[src/rtl/sdram_cke_pkg.sv]
package sdram_cke_pkg;
  typedef enum logic [2:0] {
    ST_NORM = 3'd0,
    ST_PD   = 3'd1,
    ST_SR   = 3'd2,
    ST_SUSP = 3'd3,
    ST_PDX  = 3'd4,
    ST_SRX  = 3'd5
  } pst_e;

  typedef enum logic [1:0] {
    CMD_NONE = 2'd0,
    CMD_NOP  = 2'd1,
    CMD_AREF = 2'd2
  } pcmd_e;
endpackage

[src/rtl/sdram_cke_xsr_timer.sv]
module sdram_cke_xsr_timer #(
  parameter int T_XSR = 4,
  localparam int CNT_W = $clog2(T_XSR + 1)
) (
  input  logic clk_i,
  input  logic rst_ni,
  input  logic load_i,
  output logic zero_o
);
  logic [CNT_W-1:0] cnt_q;

  always_ff @(posedge clk_i or negedge rst_ni) begin
    if (!rst_ni)              cnt_q <= '0;
    else if (load_i)          cnt_q <= CNT_W'(T_XSR - 1);
    else if (cnt_q != '0)     cnt_q <= cnt_q - 1'b1;
  end

  assign zero_o = (cnt_q == '0);
endmodule

[src/rtl/sdram_cke_pend.sv]
module sdram_cke_pend (
  input  logic clk_i,
  input  logic rst_ni,
  input  logic arm_i,
  input  logic pd_req_i,
  input  logic sr_req_i,
  input  logic clr_i,
  output logic pd_pend_o,
  output logic sr_pend_o
);
  // entry clears both, so a stale request cannot re-enter later
  always_ff @(posedge clk_i or negedge rst_ni) begin
    if (!rst_ni) begin
      pd_pend_o <= 1'b0;
      sr_pend_o <= 1'b0;
    end else if (clr_i) begin
      pd_pend_o <= 1'b0;
      sr_pend_o <= 1'b0;
    end else if (arm_i) begin
      pd_pend_o <= pd_pend_o | pd_req_i;
      sr_pend_o <= sr_pend_o | sr_req_i;
    end
  end
endmodule

[src/rtl/sdram_cke_fsm.sv]
module sdram_cke_fsm
  import sdram_cke_pkg::*;
(
  input  logic       clk_i,
  input  logic       rst_ni,
  input  logic       pd_req_i,
  input  logic       sr_req_i,
  input  logic       susp_req_i,
  input  logic       wake_req_i,
  input  logic       all_idle_i,
  input  logic       burst_i,
  input  logic       pd_pend_i,
  input  logic       sr_pend_i,
  input  logic       xsr_zero_i,
  output logic       arm_o,
  output logic       clr_o,
  output logic       xsr_load_o,
  output logic       cke_o,
  output logic [1:0] cmd_o,
  output logic [2:0] state_o,
  output logic       err_o
);
  pst_e  st_q, st_d;
  pcmd_e cmd_q, cmd_d;
  logic  cke_q, cke_d, err_q, err_d;
  logic  sr_go, pd_go, any_req, lp_req;

  assign any_req = pd_req_i | sr_req_i | susp_req_i | wake_req_i;
  assign lp_req  = pd_req_i | sr_req_i | susp_req_i;
  assign sr_go   = (sr_req_i | sr_pend_i) & all_idle_i & ~burst_i;
  assign pd_go   = (pd_req_i | pd_pend_i) & all_idle_i & ~burst_i;

  always_comb begin
    st_d       = st_q;
    err_d      = 1'b0;
    xsr_load_o = 1'b0;
    unique case (st_q)
      ST_NORM: begin
        err_d = wake_req_i | (susp_req_i & ~burst_i);
        if (sr_go)                       st_d = ST_SR;
        else if (pd_go)                  st_d = ST_PD;
        else if (susp_req_i && burst_i)  st_d = ST_SUSP;
      end
      ST_PD: begin
        err_d = lp_req;
        if (wake_req_i) st_d = ST_PDX;
      end
      ST_SR: begin
        err_d = lp_req;
        if (wake_req_i) begin
          st_d       = ST_SRX;
          xsr_load_o = 1'b1;
        end
      end
      ST_SUSP: begin
        err_d = lp_req;
        if (wake_req_i) st_d = ST_NORM;
      end
      ST_PDX: begin
        err_d = any_req;
        st_d  = ST_NORM;
      end
      ST_SRX: begin
        err_d = any_req;
        if (xsr_zero_i) st_d = ST_NORM;
      end
      default: st_d = ST_NORM;
    endcase

    cke_d = !(st_d inside {ST_PD, ST_SR, ST_SUSP});
    if (st_q == ST_NORM && st_d == ST_SR) cmd_d = CMD_AREF;
    else if (st_d == ST_NORM)             cmd_d = CMD_NONE;
    else                                  cmd_d = CMD_NOP;
  end

  assign arm_o = (st_q == ST_NORM);
  assign clr_o = (st_q == ST_NORM) & (sr_go | pd_go);

  always_ff @(posedge clk_i or negedge rst_ni) begin
    if (!rst_ni) begin
      st_q  <= ST_NORM;
      cmd_q <= CMD_NONE;
      cke_q <= 1'b1;
      err_q <= 1'b0;
    end else begin
      st_q  <= st_d;
      cmd_q <= cmd_d;
      cke_q <= cke_d;
      err_q <= err_d;
    end
  end

  assign cke_o   = cke_q;
  assign cmd_o   = cmd_q;
  assign state_o = st_q;
  assign err_o   = err_q;
endmodule

[src/rtl/sdram_cke_seq.sv]
module sdram_cke_seq #(
  parameter int T_XSR = 4
) (
  input  logic       clk_i,
  input  logic       rst_ni,
  input  logic       pd_req_i,
  input  logic       sr_req_i,
  input  logic       susp_req_i,
  input  logic       wake_req_i,
  input  logic       all_idle_i,
  input  logic       burst_i,
  output logic       cke_o,
  output logic [1:0] cmd_o,
  output logic [2:0] state_o,
  output logic       ready_o,
  output logic       err_o
);
  logic arm, clr, xsr_load, xsr_zero, pd_pend, sr_pend;

  sdram_cke_pend u_pend (
    .clk_i     (clk_i),
    .rst_ni    (rst_ni),
    .arm_i     (arm),
    .pd_req_i  (pd_req_i),
    .sr_req_i  (sr_req_i),
    .clr_i     (clr),
    .pd_pend_o (pd_pend),
    .sr_pend_o (sr_pend)
  );

  sdram_cke_xsr_timer #(.T_XSR(T_XSR)) u_xsr (
    .clk_i  (clk_i),
    .rst_ni (rst_ni),
    .load_i (xsr_load),
    .zero_o (xsr_zero)
  );

  sdram_cke_fsm u_fsm (
    .clk_i      (clk_i),
    .rst_ni     (rst_ni),
    .pd_req_i   (pd_req_i),
    .sr_req_i   (sr_req_i),
    .susp_req_i (susp_req_i),
    .wake_req_i (wake_req_i),
    .all_idle_i (all_idle_i),
    .burst_i    (burst_i),
    .pd_pend_i  (pd_pend),
    .sr_pend_i  (sr_pend),
    .xsr_zero_i (xsr_zero),
    .arm_o      (arm),
    .clr_o      (clr),
    .xsr_load_o (xsr_load),
    .cke_o      (cke_o),
    .cmd_o      (cmd_o),
    .state_o    (state_o),
    .err_o      (err_o)
  );

  assign ready_o = (state_o == 3'd0);
endmodule

[config.mk]
export PLATFORM = sky130hd
export DESIGN_NAME = sdram_cke_seq
export DESIGN_NICKNAME = d
export VERILOG_FILES = /design/src/rtl/sdram_cke_pkg.sv /design/src/rtl/sdram_cke_xsr_timer.sv /design/src/rtl/sdram_cke_pend.sv /design/src/rtl/sdram_cke_fsm.sv /design/src/rtl/sdram_cke_seq.sv
export SDC_FILE = /design/constraint.sdc
export NUM_CORES = 1
export LEC_CHECK = 0
export ABC_CLOCK_PERIOD_IN_PS = 2100
export BUFFER_PORTS_ARGS = -buffer_cell sky130_fd_sc_hd__clkbuf_2
export CAP_MARGIN = 20
export CORE_UTILIZATION = 35
export CTS_CLUSTER_SIZE = 8
export DETAILED_ROUTE_END_ITERATION = 7
export GPL_TIMING_DRIVEN = 0
export PLACE_DENSITY = 0.56
export SYNTH_ARGS = -nofsm -noshare
export SYNTH_HDL_FRONTEND = slang
export SYNTH_SLANG_ARGS = --single-unit
[constraint.sdc]
create_clock -name clk_i -period 2.1 [get_ports clk_i]
set_input_delay 0.525 -clock clk_i [delete_from_list [all_inputs] [get_ports clk_i]]
set_output_delay 0.525 -clock clk_i [all_outputs]
set_load 0.05 [all_outputs]
Word level (Yosys, flattened, before mapping)
Index checks and enable logic that the tools add are counted.
W data, S select, Z words.
{ "totals": {"register_bits": 12, "out_inout_bits": 8, "inputBits": 8} }
{ "classes": {"n_reduce_logical": 12, "n_bitwise": 14, "n_mux": 19, "n_addsub": 1, "n_eq_ne": 8} }
{ "op_table": {"columns": ["cell", "count"], "rows": [
  ["$mux W3", 9],
  ["$pmux W3 S5", 1],
  ["$eq A3 B2 Y1 const B", 4],
  ["$logic_not A3 Y1", 3],
  ["$mux W1", 7],
  ["$or A1 B1 Y1", 7],
  ["$and A1 B1 Y1", 6],
  ["$eq A3 B1 Y1 const B", 2],
  ["$eq A3 B3 Y1 const B", 2],
  ["$reduce_bool A3 Y1", 2],
  ["$reduce_bool A2 Y1", 2],
  ["$pmux W1 S3", 1],
  ["$reduce_or A3 Y1", 1],
  ["$sub A3 B1 Y3 const B", 1],
  ["$logic_and A1 B1 Y1", 2],
  ["$mux W2", 1],
  ["$reduce_or A2 Y1", 1],
  ["$logic_not A1 Y1", 1],
  ["$not A1 Y1", 1]
]} }

Logic depth before layout (Yosys ltp)
{ "logic_depth": {"ltp_word": 9, "mapped_depth": 6, "mapped_depth_nobuf": 6} }

By module
A second synthesis with hierarchy kept.
{ "hier_totals": {"cells_unflattened": 71, "hier_area_um2": 690.7} }
{ "modules_own_cells": {"columns": ["mod", "cells_per_inst", "n_inst", "area_each_um2"], "rows": [
  ["sdram_cke_fsm", 47, 1, 431.7],
  ["sdram_cke_xsr_timer", 17, 1, 181.4],
  ["sdram_cke_pend", 6, 1, 67.6],
  ["sdram_cke_seq", 1, 1, 10.0]
]} }

Least setup slack after synthesis
No wires, ideal clock.
{ "synth_timing": {"kind": "reg2reg", "from": "reg u_fsm.st_q[1], in the netlist u_fsm.state_o[1]", "to": "reg u_fsm.cke_q, in the netlist u_fsm.cke_o", "required_ns": 2.021, "period_less_slack_ns": 1.965, "n_path_buf": 1, "stages_incl_launch_ff": 5, "slack_ns": 0.135, "t_arrival_ns": 1.886, "setup_ns": 0.079, "cell_sequence": "dfrtp_1 buf_2 nor3_4 nand3_1 a41o_1"} }
{ "synth_rtl": {"columns": ["item", "line", "text"], "rows": [
  ["start: declaration", "sdram_cke_fsm.sv:23", "pst_e st_q, st_d;"],
  ["start signal: assignment", "sdram_cke_fsm.sv:86", "st_q <= st_d;"],
  ["$logic_not A3 Y1 (*)", null, null],
  ["named net ready_o", "sdram_cke_seq.sv:15", "output logic ready_o,"],
  ["$pmux W3 S5 (*)", "sdram_cke_fsm.sv:37", "unique case (st_q)"],
  ["$eq A3 B1 Y1 or $eq A3 B2 Y1 (tied branches)", "sdram_cke_fsm.sv:70", "cke_d = !(st_d inside {ST_PD, ST_SR, ST_SUSP});"],
  ["$reduce_bool A3 Y1 (*)", "sdram_cke_fsm.sv:70", null],
  ["$logic_not A1 Y1 (*)", "sdram_cke_fsm.sv:70", null],
  ["named net u_fsm.cke_d", "sdram_cke_fsm.sv:25", "logic cke_q, cke_d, err_q, err_d;"],
  ["end signal: assignment", "sdram_cke_fsm.sv:88", "cke_q <= cke_d;"],
  ["end: declaration", "sdram_cke_fsm.sv:25", null]
]} }
Mark *: on every way through the listed nets, which the timed path passes. The rest lies on a longest branch.
A chain may end at the register's enable or synchronous reset.

Final worst setup path
{ "layout_timing": {"from": "reg u_fsm.st_q[1], in the netlist u_fsm.state_o[1]", "to": "out ready_o"} }
{ "layout_between": {"elab_chain_cells": 1} }
{ "layout_lines": {"columns": ["item", "line", "text"], "rows": [
  ["$logic_not A3 Y1", "sdram_cke_seq.sv:59", "assign ready_o = (state_o == 3'd0);"],
  ["end: declaration", "sdram_cke_seq.sv:15", null]
]} }
No other way between the ends.

==> impl_results.md <==
* DRC at 0
* Setup TNS at 0 ns
* I/O pins at 16
* Vias in the first global route at 432
* Vias at 530
* DR WL/cell at 11.92 um
* Seq cells post-synth at 12
* Largest net degree at the start of global routing at 13
* Worst slew pin tran at 0.3448 ns
* Mapped Cells at 66
* Chip Height at 45.45 um
* Starting density of the core at 37.85%
* Syn_area_per_cell at 10.01 um^2
* Setup Viol. Count Final at 0
* Pwr per Cell Area at 1818 nW/um^2
* Worst min-delay path category: primary input to asynchronous set/reset pin
* Num CTS Buffers at 3
* Synth async-reset ratio at 100.0%
* Max Slew Vio Count at 0
* Post-Route WL at 1335 um
* GRT Residual Overflow at 0
* Hold_buf cts at 0
* Area contributors post-synth: dfrtp_1 (42%), a21oi_1 (4.5%), dfstp_2 (4.0%), nand2_1 (4.0%), ha_1 (3.8%)
* Die Width at 45.45 um
* Min cycle time layout at 1.839 ns
* CTS tree: done
* Drt via density at 4.732
* Iteration-0 DRC Markers at 7
* Synth warn at 0
* Post-synth top area share at 41.67%
* Register area share after synthesis at 45.64%
* Die area at 2065 um^2
* Antenna diodes at 0
* Cell Area, Synth at 660.6 um^2
* Buf/Inv on CP at 2
* IO buf count at 15
* Peak VDD IR at 665.7 uV
* Lkg Pwr at 0.0003982 uW
* Clock Skew at 0.003130 ns
* Startpoint Class: flop
* Max-Cap Viols at 0
* Layout cells sized above 1 at 37.93%
* First-pass GRT wire length at 2014 um
* Critical path cell sequence: buf_2, nor3_4, clkbuf_4
* Largest area contributor in the netlist: dfrtp_1
* Sinks on Clock Net at 12
* Netlist cell types at 34
* Slowest CP cell: dfrtp_1
* CTS root buffer: clkbuf_4
* WS Path Type: flop to primary output
* Worst path top cell family by delay: buffers and inverters
* Worst stage delay on the critical path at 0.38 ns
* Relative slew slack at 76.83%
* CP required at 1.57 ns
* Place WS at 0.3273 ns
* Arr. time, crit path at 1.31 ns
* Setup crit end kind: primary output
* PnR worst setup slack at 0.2609 ns
* Top-count cell post-synth: dfrtp_1
* Final period utilization at 87.58%
* Max Fanout on Critical Path at 8
* Core area at 1745 um^2
* Syn-to-layout area delta at 24.24%
* Synth cell count leaders: dfrtp_1 (11), nand2_1 (7), a21oi_1 (6)
* Fin. Hold Viols at 0
* Rows at 15
* Fin nets at 98
* GRT Util Overall at 14.42%
* TritonRoute pass-1 iters at 3
* Main flop type after synthesis: dfrtp_1
* # H-tree levels at 1
* Worst-path clk slew at 0.08 ns
* Bufs on Longest Clock Path at 2
* Number of synthesized flops with an enable pin at 0
* DP HPWL at 993.7 um
* Placer congestion estimate at 0.7180
* Unrepaired setup endpoints after global routing: no
* Clk_lat worst skew at 0.27 ns
* Maximum clock rate at 0.5438 GHz
* Antenna-violating nets left at 0
* Syn_nets at 76
* Status: finished, final reports clean
* Initial antenna violation count at 0
-- through the flow --
stage	power, uW	hold slack [ns]	util [%]	cells	cell area [um^2]
4_1_cts	1467	0.1307	46.02	110	803.3
3_3_place_gp	1257	0.4271	43.94	106	767.0
6_report	1493	0.1246	47.03	112	820.8
3_5_place_dp	1277	0.4281	43.94	106	767.0
2_1_floorplan	1095	0.2294	-	66	660.6
5_1_grt	1597	0.1266	47.03	112	820.8
-- state kept, by name, indices dropped and copies added, names as in the netlist --
signal and cells:
u_pend.sr_pend_o 1, u_fsm.err_o 1, u_fsm.cmd_o 2, u_fsm.cke_o 1
u_xsr.cnt_q 3, u_pend.pd_pend_o 1, u_fsm.state_o 3
-- metal layers --
metal	vias up	track usage, %	share of wire [%]
met5	-	0	0
met2	8	18.57	43
met4	0	7.273	1.4
li1	276	-	-
met1	244	21.86	54
met3	2	3.571	1.9
-- logic make-up (layout without fill, tap and decap cells) --
family / Yosys count / after routing / share of synthesized area [%]
simple gates: 21 / 21 / 20.27
compound gates: 18 / 18 / 18.37
xor+xnor: 3 / 3 / 3.978
flops: 12 / 12 / 45.64
fa+ha+maj: 2 / 2 / 3.787
buf+inv: 10 / 31 / 7.954
-- worst paths after layout --
kind	from	to	slack, ns	cells past startpoint
min in group clk_i	u_xsr.cnt_q[1]	u_xsr.cnt_q[1]	0.51	2
setup reg to reg	u_xsr.cnt_q[0]	u_fsm.cke_o	0.47	6
setup / recovery	u_fsm.state_o[1]	ready_o	0.26	3
hold / removal	rst_ni	u_fsm.err_o	0.12	1
max in group asynchronous	rst_ni	u_fsm.cke_o	1.69	1
hold reg to reg	u_xsr.cnt_q[1]	u_xsr.cnt_q[1]	0.51	2
-- area by class of cell --
| cell class | instances | area [um^2] |
|---|---|---|
| inverters | 7 | 28.78 |
| plain buffers | 3 | 23.77 |
| clock buffers | 4 | 36.28 |
| multi-input cells | 44 | 306.5 |
| flip-flops and latches | 12 | 301.5 |
| repair buffers | 17 | 92.59 |
| fillers | 187 | 924.6 |
| well taps | 25 | 31.28 |
-- placed cells by master (no fill, tap or decap), drive strengths merged, types with 2 or more instances in the layout --
cell type	n
buf	5
nand3	3
clkbuf	19
a21oi	6
ha	2
o21ai	5
nand2	7
inv	7
nor3	2
dfrtp	11
xor2	2
-- report_power, final --
part	leakage (uW)	total (uW)	internal [uW]	switching, uW
clock	0.0000210	188	105	82.9
combinational	0.000236	909	321	588
sequential	0.000141	395	350	44.9
-- timing repair --
item | CTS | global route
buffers inserted | 0 | 2
gates resized for setup | 0 | 2
setup endpoints to repair | 0 | 1
Power figures use the tool's default switching activity.
